**config.mk**
```make
export PLATFORM = sky130hd
export DESIGN_NAME = dual_clock_updn_counter
export DESIGN_NICKNAME = d
export VERILOG_FILES = /design/src/rtl/udc_pkg.sv /design/src/rtl/udc_edge_sync.sv /design/src/rtl/udc_count_core.sv /design/src/rtl/udc_terminal.sv /design/src/rtl/dual_clock_updn_counter.sv
export SDC_FILE = /design/constraint.sdc
export NUM_CORES = 1
export LEC_CHECK = 0
export BUFFER_PORTS_ARGS = -buffer_cell sky130_fd_sc_hd__buf_4
export CAP_MARGIN = 20
export CORE_MARGIN = 1.5
export CORE_UTILIZATION = 30
export DETAILED_ROUTE_END_ITERATION = 12
export GPL_ROUTABILITY_DRIVEN = 1
export PLACE_DENSITY_LB_ADDON = 0.15
export SLEW_MARGIN = 30
export SYNTH_ARGS = -nofsm -noshare
export SYNTH_HDL_FRONTEND = slang
export SYNTH_HIERARCHICAL = 1
export SYNTH_SLANG_ARGS = --single-unit
```
**constraint.sdc**
```tcl
create_clock -name clk -period 1.9 [get_ports clk]
set_input_delay 0.38 -clock clk [delete_from_list [all_inputs] [get_ports clk]]
set_output_delay 0.38 -clock clk [all_outputs]
set_load 0.1 [all_outputs]
```
**src/rtl/udc_pkg.sv**
```systemverilog
package udc_pkg;
  localparam int CW      = 4;
  localparam int DEC_TOP = 9;

  typedef logic [CW-1:0] cnt_t;

  // Highest legal code for the selected counting mode.
  function automatic cnt_t top_code(input bit decade);
    if (decade) return cnt_t'(DEC_TOP);
    return {CW{1'b1}};
  endfunction

  // Up step: the top code and any code above it go to zero.
  function automatic cnt_t step_up(input cnt_t v, input bit decade);
    if (v >= top_code(decade)) return '0;
    return v + cnt_t'(1);
  endfunction

  // Down step: zero and any code above the top go to the top code.
  function automatic cnt_t step_dn(input cnt_t v, input bit decade);
    if (v == '0 || v > top_code(decade)) return top_code(decade);
    return v - cnt_t'(1);
  endfunction
endpackage

```
**src/rtl/udc_edge_sync.sv**
```systemverilog
module udc_edge_sync #(
  parameter int STAGES = 2
) (
  input  logic clk,
  input  logic clr,
  input  logic line_in,
  output logic line_level,
  output logic line_rise
);
  localparam int TAPS = STAGES + 1;

  logic [TAPS-1:0] pipe_q;

  // The line idles high, so the pipe clears to ones: a clear raises no edge.
  always_ff @(posedge clk or posedge clr) begin
    if (clr) pipe_q <= '1;
    else     pipe_q <= {pipe_q[TAPS-2:0], line_in};
  end

  assign line_level = pipe_q[STAGES-1];
  assign line_rise  = pipe_q[STAGES-1] & ~pipe_q[STAGES];


  rise_pulse_chk: assert property (@(posedge clk) disable iff (clr)
    line_rise |=> !line_rise);
endmodule

```
**src/rtl/udc_count_core.sv**
```systemverilog
module udc_count_core
  import udc_pkg::*;
#(
  parameter bit DECADE_MODE = 1'b1
) (
  input  logic clk,
  input  logic clr,
  input  logic load_n,
  input  cnt_t preset,
  input  logic up_level,
  input  logic up_rise,
  input  logic dn_level,
  input  logic dn_rise,
  output cnt_t count_q
);
  localparam cnt_t TOPV = top_code(DECADE_MODE);

  logic up_step;
  logic dn_step;

  // A step needs the opposite line high and no simultaneous rise on it.
  assign up_step = up_rise & dn_level & ~dn_rise;
  assign dn_step = dn_rise & up_level & ~up_rise;

  always_ff @(posedge clk or posedge clr) begin
    if (clr)          count_q <= '0;
    else if (!load_n) count_q <= preset;
    else if (up_step) count_q <= step_up(count_q, DECADE_MODE);
    else if (dn_step) count_q <= step_dn(count_q, DECADE_MODE);
  end


  load_copy_chk: assert property (@(posedge clk) disable iff (clr)
    !load_n |=> count_q == $past(preset));

  up_inc_chk: assert property (@(posedge clk) disable iff (clr)
    (up_step && load_n && count_q < TOPV) |=> count_q == $past(count_q) + cnt_t'(1));

  up_wrap_chk: assert property (@(posedge clk) disable iff (clr)
    (up_step && load_n && count_q >= TOPV) |=> count_q == '0);

  dn_dec_chk: assert property (@(posedge clk) disable iff (clr)
    (dn_step && load_n && count_q != '0 && count_q <= TOPV) |=> count_q == $past(count_q) - cnt_t'(1));

  dn_wrap_chk: assert property (@(posedge clk) disable iff (clr)
    (dn_step && load_n && (count_q == '0 || count_q > TOPV)) |=> count_q == TOPV);

  both_rise_hold_chk: assert property (@(posedge clk) disable iff (clr)
    (up_rise && dn_rise && load_n) |=> $stable(count_q));

  idle_hold_chk: assert property (@(posedge clk) disable iff (clr)
    (!up_step && !dn_step && load_n) |=> $stable(count_q));
endmodule

```
**src/rtl/udc_terminal.sv**
```systemverilog
module udc_terminal
  import udc_pkg::*;
#(
  parameter bit DECADE_MODE = 1'b1
) (
  input  cnt_t count_q,
  input  logic up_level,
  input  logic dn_level,
  output logic carry_n,
  output logic borrow_n
);
  localparam cnt_t TOPV = top_code(DECADE_MODE);

  // Both terms are flop outputs, so the chained clock is glitch free.
  assign carry_n  = ~((count_q == TOPV) & ~up_level);
  assign borrow_n = ~((count_q == '0)   & ~dn_level);
endmodule

```
**src/rtl/dual_clock_updn_counter.sv**
```systemverilog
module dual_clock_updn_counter
  import udc_pkg::*;
#(
  parameter bit DECADE_MODE = 1'b1,
  parameter int SYNC_STAGES = 2
) (
  input  logic          clk,
  input  logic          master_rst,
  input  logic          up_clk_in,
  input  logic          dn_clk_in,
  input  logic          load_n,
  input  logic [CW-1:0] preset_in,
  output logic [CW-1:0] count_out,
  output logic          carry_n,
  output logic          borrow_n
);
  localparam cnt_t TOPV   = top_code(DECADE_MODE);
  localparam int   NLINES = 2;

  logic [NLINES-1:0] line_raw;
  logic [NLINES-1:0] line_level;
  logic [NLINES-1:0] line_rise;
  cnt_t              count_q;

  // Index 0 is the up line, index 1 the down line.
  assign line_raw = {dn_clk_in, up_clk_in};

  for (genvar g = 0; g < NLINES; g++) begin : g_line
    udc_edge_sync #(.STAGES(SYNC_STAGES)) sync_i (
      .clk        (clk),
      .clr        (master_rst),
      .line_in    (line_raw[g]),
      .line_level (line_level[g]),
      .line_rise  (line_rise[g])
    );
  end

  udc_count_core #(.DECADE_MODE(DECADE_MODE)) core_i (
    .clk      (clk),
    .clr      (master_rst),
    .load_n   (load_n),
    .preset   (preset_in),
    .up_level (line_level[0]),
    .up_rise  (line_rise[0]),
    .dn_level (line_level[1]),
    .dn_rise  (line_rise[1]),
    .count_q  (count_q)
  );

  udc_terminal #(.DECADE_MODE(DECADE_MODE)) term_i (
    .count_q  (count_q),
    .up_level (line_level[0]),
    .dn_level (line_level[1]),
    .carry_n  (carry_n),
    .borrow_n (borrow_n)
  );

  assign count_out = count_q;


  clear_zero_chk: assert property (@(posedge clk)
    master_rst |-> count_out == '0);

  carry_holds_top_chk: assert property (@(posedge clk) disable iff (master_rst)
    (!carry_n && load_n) |=> count_out == TOPV);

  borrow_holds_zero_chk: assert property (@(posedge clk) disable iff (master_rst)
    (!borrow_n && load_n) |=> count_out == '0);

  illegal_quiet_chk: assert property (@(posedge clk) disable iff (master_rst)
    (count_out > TOPV) |-> (carry_n && borrow_n));
endmodule

```
After elaboration in Yosys (flattened, before gate mapping):

Cells that the tools add are included.

* add/sub/neg operators: 2
* order comparisons: 2
* equal/unequal tests: 2
* mux-type cells: 31
* bitwise logic cells: 16
* reductions and logical operators: 2

Operators by type and width (count)
* $mux W4: 12
* $mux W1: 16
* $mux W3: 3
* $and A1 B1 Y1: 8
* $not A1 Y1: 8
* $add A4 B1 Y4 const B: 1
* $eq A4 B4 Y1 const B: 1
* $ge A4 B4 Y1: 1
* $gt A4 B4 Y1: 1
* $logic_not A4 Y1: 1
* $sub A4 B1 Y4 const B: 1
* $ne A3 B1 Y1 const B: 1
* $logic_or A1 B1 Y1: 1

* register bits: 10
* input port bits: 9
* output and inout port bits: 6
* logic and storage cells: 58

Depth between registers and ports, before layout:

* word-level depth: 23
* depth in mapped cells: 6
* gate-level depth less buffers: 6

Hierarchy:

Netlist, hierarchy kept.

Modules (own cells, without submodules)
* udc_count_core: times used 1, cells each 49, area an instance 464.2 um^2, seq. area each 100.1 um^2
* udc_edge_sync: times used 2, cells each 5, area an instance 96.3 um^2, seq. area each 78.8 um^2
* udc_terminal: times used 1, cells each 4, area an instance 21.3 um^2, seq. area each 0.0 um^2

Worst setup path before layout:

No wires, ideal clock.

* path type: register -> register
* start: reg core_i.count_q[0]
* end: reg core_i.count_q[3]
* library setup time: 0.129 ns
* data arrival time: 2.391 ns
* required time: 1.771 ns
* path slack: -0.620 ns
* stages on the path, launching flop included: 7
* path buffers: 0
* clock period less this slack: 2.520 ns
* path through: dfrtp_1 > inv_1 > ha_1 > or3b_4 > a21oi_2 > a31o_1 > a2111o_1

* longest elaborated chain between the ends: 10
* elaborated cells between the ends (all ways): 18
* classes of those cells: add/sub: 2; order compare: 2; mux: 12; reduce/logical: 2

RTL lines
* from (decl): RTL line udc_count_core.sv:14 `output cnt_t count_q`
* from (signal assigned): RTL line udc_count_core.sv:27 `else if (!load_n) count_q <= preset;`
* from (signal assigned): RTL line udc_count_core.sv:28 `else if (up_step) count_q <= step_up(count_q, DECADE_MODE);`
* from (signal assigned): RTL line udc_count_core.sv:29 `else if (dn_step) count_q <= step_dn(count_q, DECADE_MODE);`
* $gt A4 B4 Y1 / $logic_not A4 Y1 (equally long branches): RTL line udc_pkg.sv:21 `if (v == '0 || v > top_code(decade)) return top_code(decade);`
* $logic_or A1 B1 Y1: RTL line udc_pkg.sv:21
* $mux W1: RTL line udc_pkg.sv:21
* $mux W1: RTL line udc_count_core.sv:29
* $mux W1: RTL line udc_count_core.sv:28
* $mux W1: RTL line udc_count_core.sv:27
* $mux W4: RTL line udc_pkg.sv:22 `return v - cnt_t'(1);`
* $mux W4: RTL line udc_count_core.sv:29
* $mux W4 (*): RTL line udc_count_core.sv:28
* $mux W4 (*): RTL line udc_count_core.sv:27

Every way passes the cells marked *; elsewhere a longest branch is shown, timed or not. The select of a mux whose other input is x is not followed.
A chain may end at the register's enable or synchronous reset.

Final worst setup path:

* start: reg core_i.count_q[1]
* end: reg core_i.count_q[3]

The elaborated chain is that of the path after synthesis.

==> flow_summary.json <==
{
  "critical-path-slowest-cell": "sky130_fd_sc_hd__dfrtp_4",
  "design.core.area_sq_um": 2170,
  "fin_skew_ps": 9.01,
  "endpoint": "core_i/count_q[3]$_DFFE_PP0P_",
  "htreeDepth": 1,
  "r2r-start": "core_i/count_q[1]$_DFFE_PP0P_",
  "die_h_um": 50.5,
  "min_period_ps": 1810,
  "grt_util_all_layers_pct": 13.0,
  "cts_max_path_buffers": 2,
  "synth_nets": 76,
  "power_density_nw_per_um2": 872,
  "synth.yosys.warnings": 6,
  "die-area_sq_um": 2550,
  "initial_core_utilization_pct": 31.3,
  "viasPerCell": 4.72,
  "timing.critical_path.depth": 6,
  "syn_area_per_cell_sq_um": 10.8,
  "grt_antenna_before_repair": 0,
  "final_core_util_pct": 41.8,
  "placed_wire_length_estimate_um": 1100,
  "grt_max_degree": 12,
  "cts_bufs_inserted": 3,
  "drt_iter0_markers": 8,
  "path_buf_inv": 1,
  "area_of_the_mapped_netlist_sq_um": 678,
  "critPathLaunchType": "flip-flop",
  "critPathTopFamily": "compound AO/OA/AOI/OAI gates",
  "tightestPinTransition_ps": 280,
  "report.power.total_uw": 791,
  "layout.nets": 98,
  "worst-endpoint-required_ps": 2030,
  "via_count": 529,
  "wire_per_inst_um": 12.2,
  "clock_latency_ps": 260,
  "critical_path.cell_chain": "inv_1 -> ha_1 -> or3b_4 -> a21oi_4 -> a31o_1 -> a2111o_1",
  "cts_tree": "done",
  "final_setup_fails": 0,
  "chipWidth_um": 50.5,
  "clock.fmax_ghz": 0.553,
  "antennaDiodeCount": 0,
  "max_cap_viol_count": 0,
  "run_status": "finished clean",
  "cp_slowest_stage_delay_ps": 470,
  "cts_sinks": 10,
  "fill_cells": 227,
  "hold_path_class": "in2async",
  "drt-total-wl_um": 1370,
  "post_route_cells_drive_above_1_share_pct": 52.4,
  "synth-main-ff-cell": "sky130_fd_sc_hd__dfstp_2",
  "fp-row-count": 17,
  "route.detailed.drc": 0,
  "final_common_cell": "sky130_fd_sc_hd__buf_4",
  "postCtsSetupRepairBufs": 0,
  "ioPinCount": 15,
  "reg2reg_depth": 6,
  "hold_viol_final": 0,
  "synth.distinct_cells": 33,
  "finalWeightedCongestion": 0.869,
  "vdd.ir_drop.worst_uv": 506,
  "critPathLaunch": "core_i/count_q[1]$_DFFE_PP0P_",
  "via_count_of_the_first_global_routing_pass": 537,
  "final-max-slew-violation-count": 0,
  "critPathKind": "reg2reg",
  "synth-async-reset-ratio_pct": 100,
  "clk_root_buffer_cell": "sky130_fd_sc_hd__clkbuf_4",
  "unrepaired_setup_endpoints_after_global_routing": "no",
  "synth-edff-count": 0,
  "path_max_fanout": 3,
  "grt_remaining_overflow": 0,
  "antenna_left": 0,
  "ctsResizeCount": 0,
  "area_growth_syn_to_layout_pct": 33.8,
  "hold_buffers": 0,
  "wire_length_of_the_first_global_routing_pass_um": 2470,
  "synth.ff_latch_count": 10,
  "synth-seq-area-share_pct": 38.0,
  "drtPass1Iterations": 4,
  "most_frequent_cells_in_the_layout": "sky130_fd_sc_hd__buf_4, sky130_fd_sc_hd__inv_1, sky130_fd_sc_hd__dfstp_2",
  "post_synth_inst_count": 63,
  "setup.worst_path.end_class": "flip-flop",
  "post-route-period-util_pct": 95.1,
  "cp_data_arrival_time_ps": 1940,
  "cts.reportedPaths.clkPinSlew_ps": 70,
  "rr_endpoint": "core_i/count_q[3]$_DFFE_PP0P_",
  "number_of_input_and_output_port_buffers_inserted": 14,
  "leakage_uw": 0.000406,
  "regToRegSetupSlack_ps": 90,
  "slew_margin_rel_pct": 81.5
}
==> area by class of cell <==
class	instances	area [sq um]	share of cell area, %
clock buffers	4	26.3	2.90
inverters	6	22.5	2.48
multi-input cells	44	400	44.1
flip-flops and latches	10	273	30.1
well taps	28	35.0	3.86
repair buffers	20	150	16.6
==> logic make-up (layout without fill, tap and decap cells) <==
family / Yosys count / count (layout) / synth area share [%]
simple gates: 20 / 20 / 23.8
compound gates: 17 / 17 / 20.7
flops: 10 / 10 / 38.0
buf+inv: 9 / 30 / 6.27
fa+ha+maj: 4 / 4 / 7.38
xor+xnor: 3 / 3 / 3.88
==> worst min path at each step <==
stage                from                            end  depth (start not counted)  slack [ps]
6_report       master_rst  core_i/count_q[2]$_DFFE_PP0P_                          2           9
5_1_grt        master_rst  core_i/count_q[1]$_DFFE_PP0P_                          2           7
4_1_cts        master_rst  core_i/count_q[2]$_DFFE_PP0P_                          2           3
3_5_place_dp   master_rst  core_i/count_q[3]$_DFFE_PP0P_                          2         290
3_3_place_gp   master_rst  core_i/count_q[3]$_DFFE_PP0P_                          2         310
2_1_floorplan  master_rst  core_i/count_q[0]$_DFFE_PP0P_                          1         150
==> through the flow <==
| stage | hold WS (ps) | std cells | instance area, sq um | setup TNS, ps | setup WS (ps) |
|---|---|---|---|---|---|
| after floorplan | 146 | 63 | 698 | -255 | -166 |
| after global placement | 306 | 108 | 863 | 0 | 95.4 |
| after detailed placement | 292 | 108 | 863 | 0 | 87.7 |
| after CTS | 3.02 | 112 | 890 | 0 | 66.1 |
| after global routing | 7.36 | 112 | 907 | 0 | 21.3 |
| final | 8.92 | 112 | 907 | 0 | 92.4 |
==> flip-flops by register name, indices dropped and copies added (netlist names) <==
signal	count
core_i/count_q	4
g_line.sync_i/pipe_q	6
==> report_power, final <==
part | switching (uW) | internal (uW) | leakage, uW
sequential | 33.4 | 248 | 0.000107
combinational | 229 | 135 | 0.000284
clock | 65.5 | 80.7 | 0.0000150
total | 328 | 463 | 0.000406
==> synth_stat cells (all sizes together), types with 2 or more instances <==
library cell,number,area (sq um)
inv,6,22.5
nor3,2,10.0
a211oi,2,15.0
xnor2,2,17.5
dfrtp,4,100
nand3b,2,40.0
nand3,3,15.0
o22ai,2,12.5
nand2,3,11.3
nor2b,4,40.0
o21ai,4,20.0
ha,4,50.1
dfstp,6,158
nor2,2,7.51
buf,2,16.3
==> routing by layer <==
layer  wire [um]  track usage (%)  share of wire, %
met1         714             18.0                52
met2         595             18.9                43
met3          58             4.46               4.2
met4           0             4.05                 0
met5           0                0                 0
(Power assumes the default switching activity.)
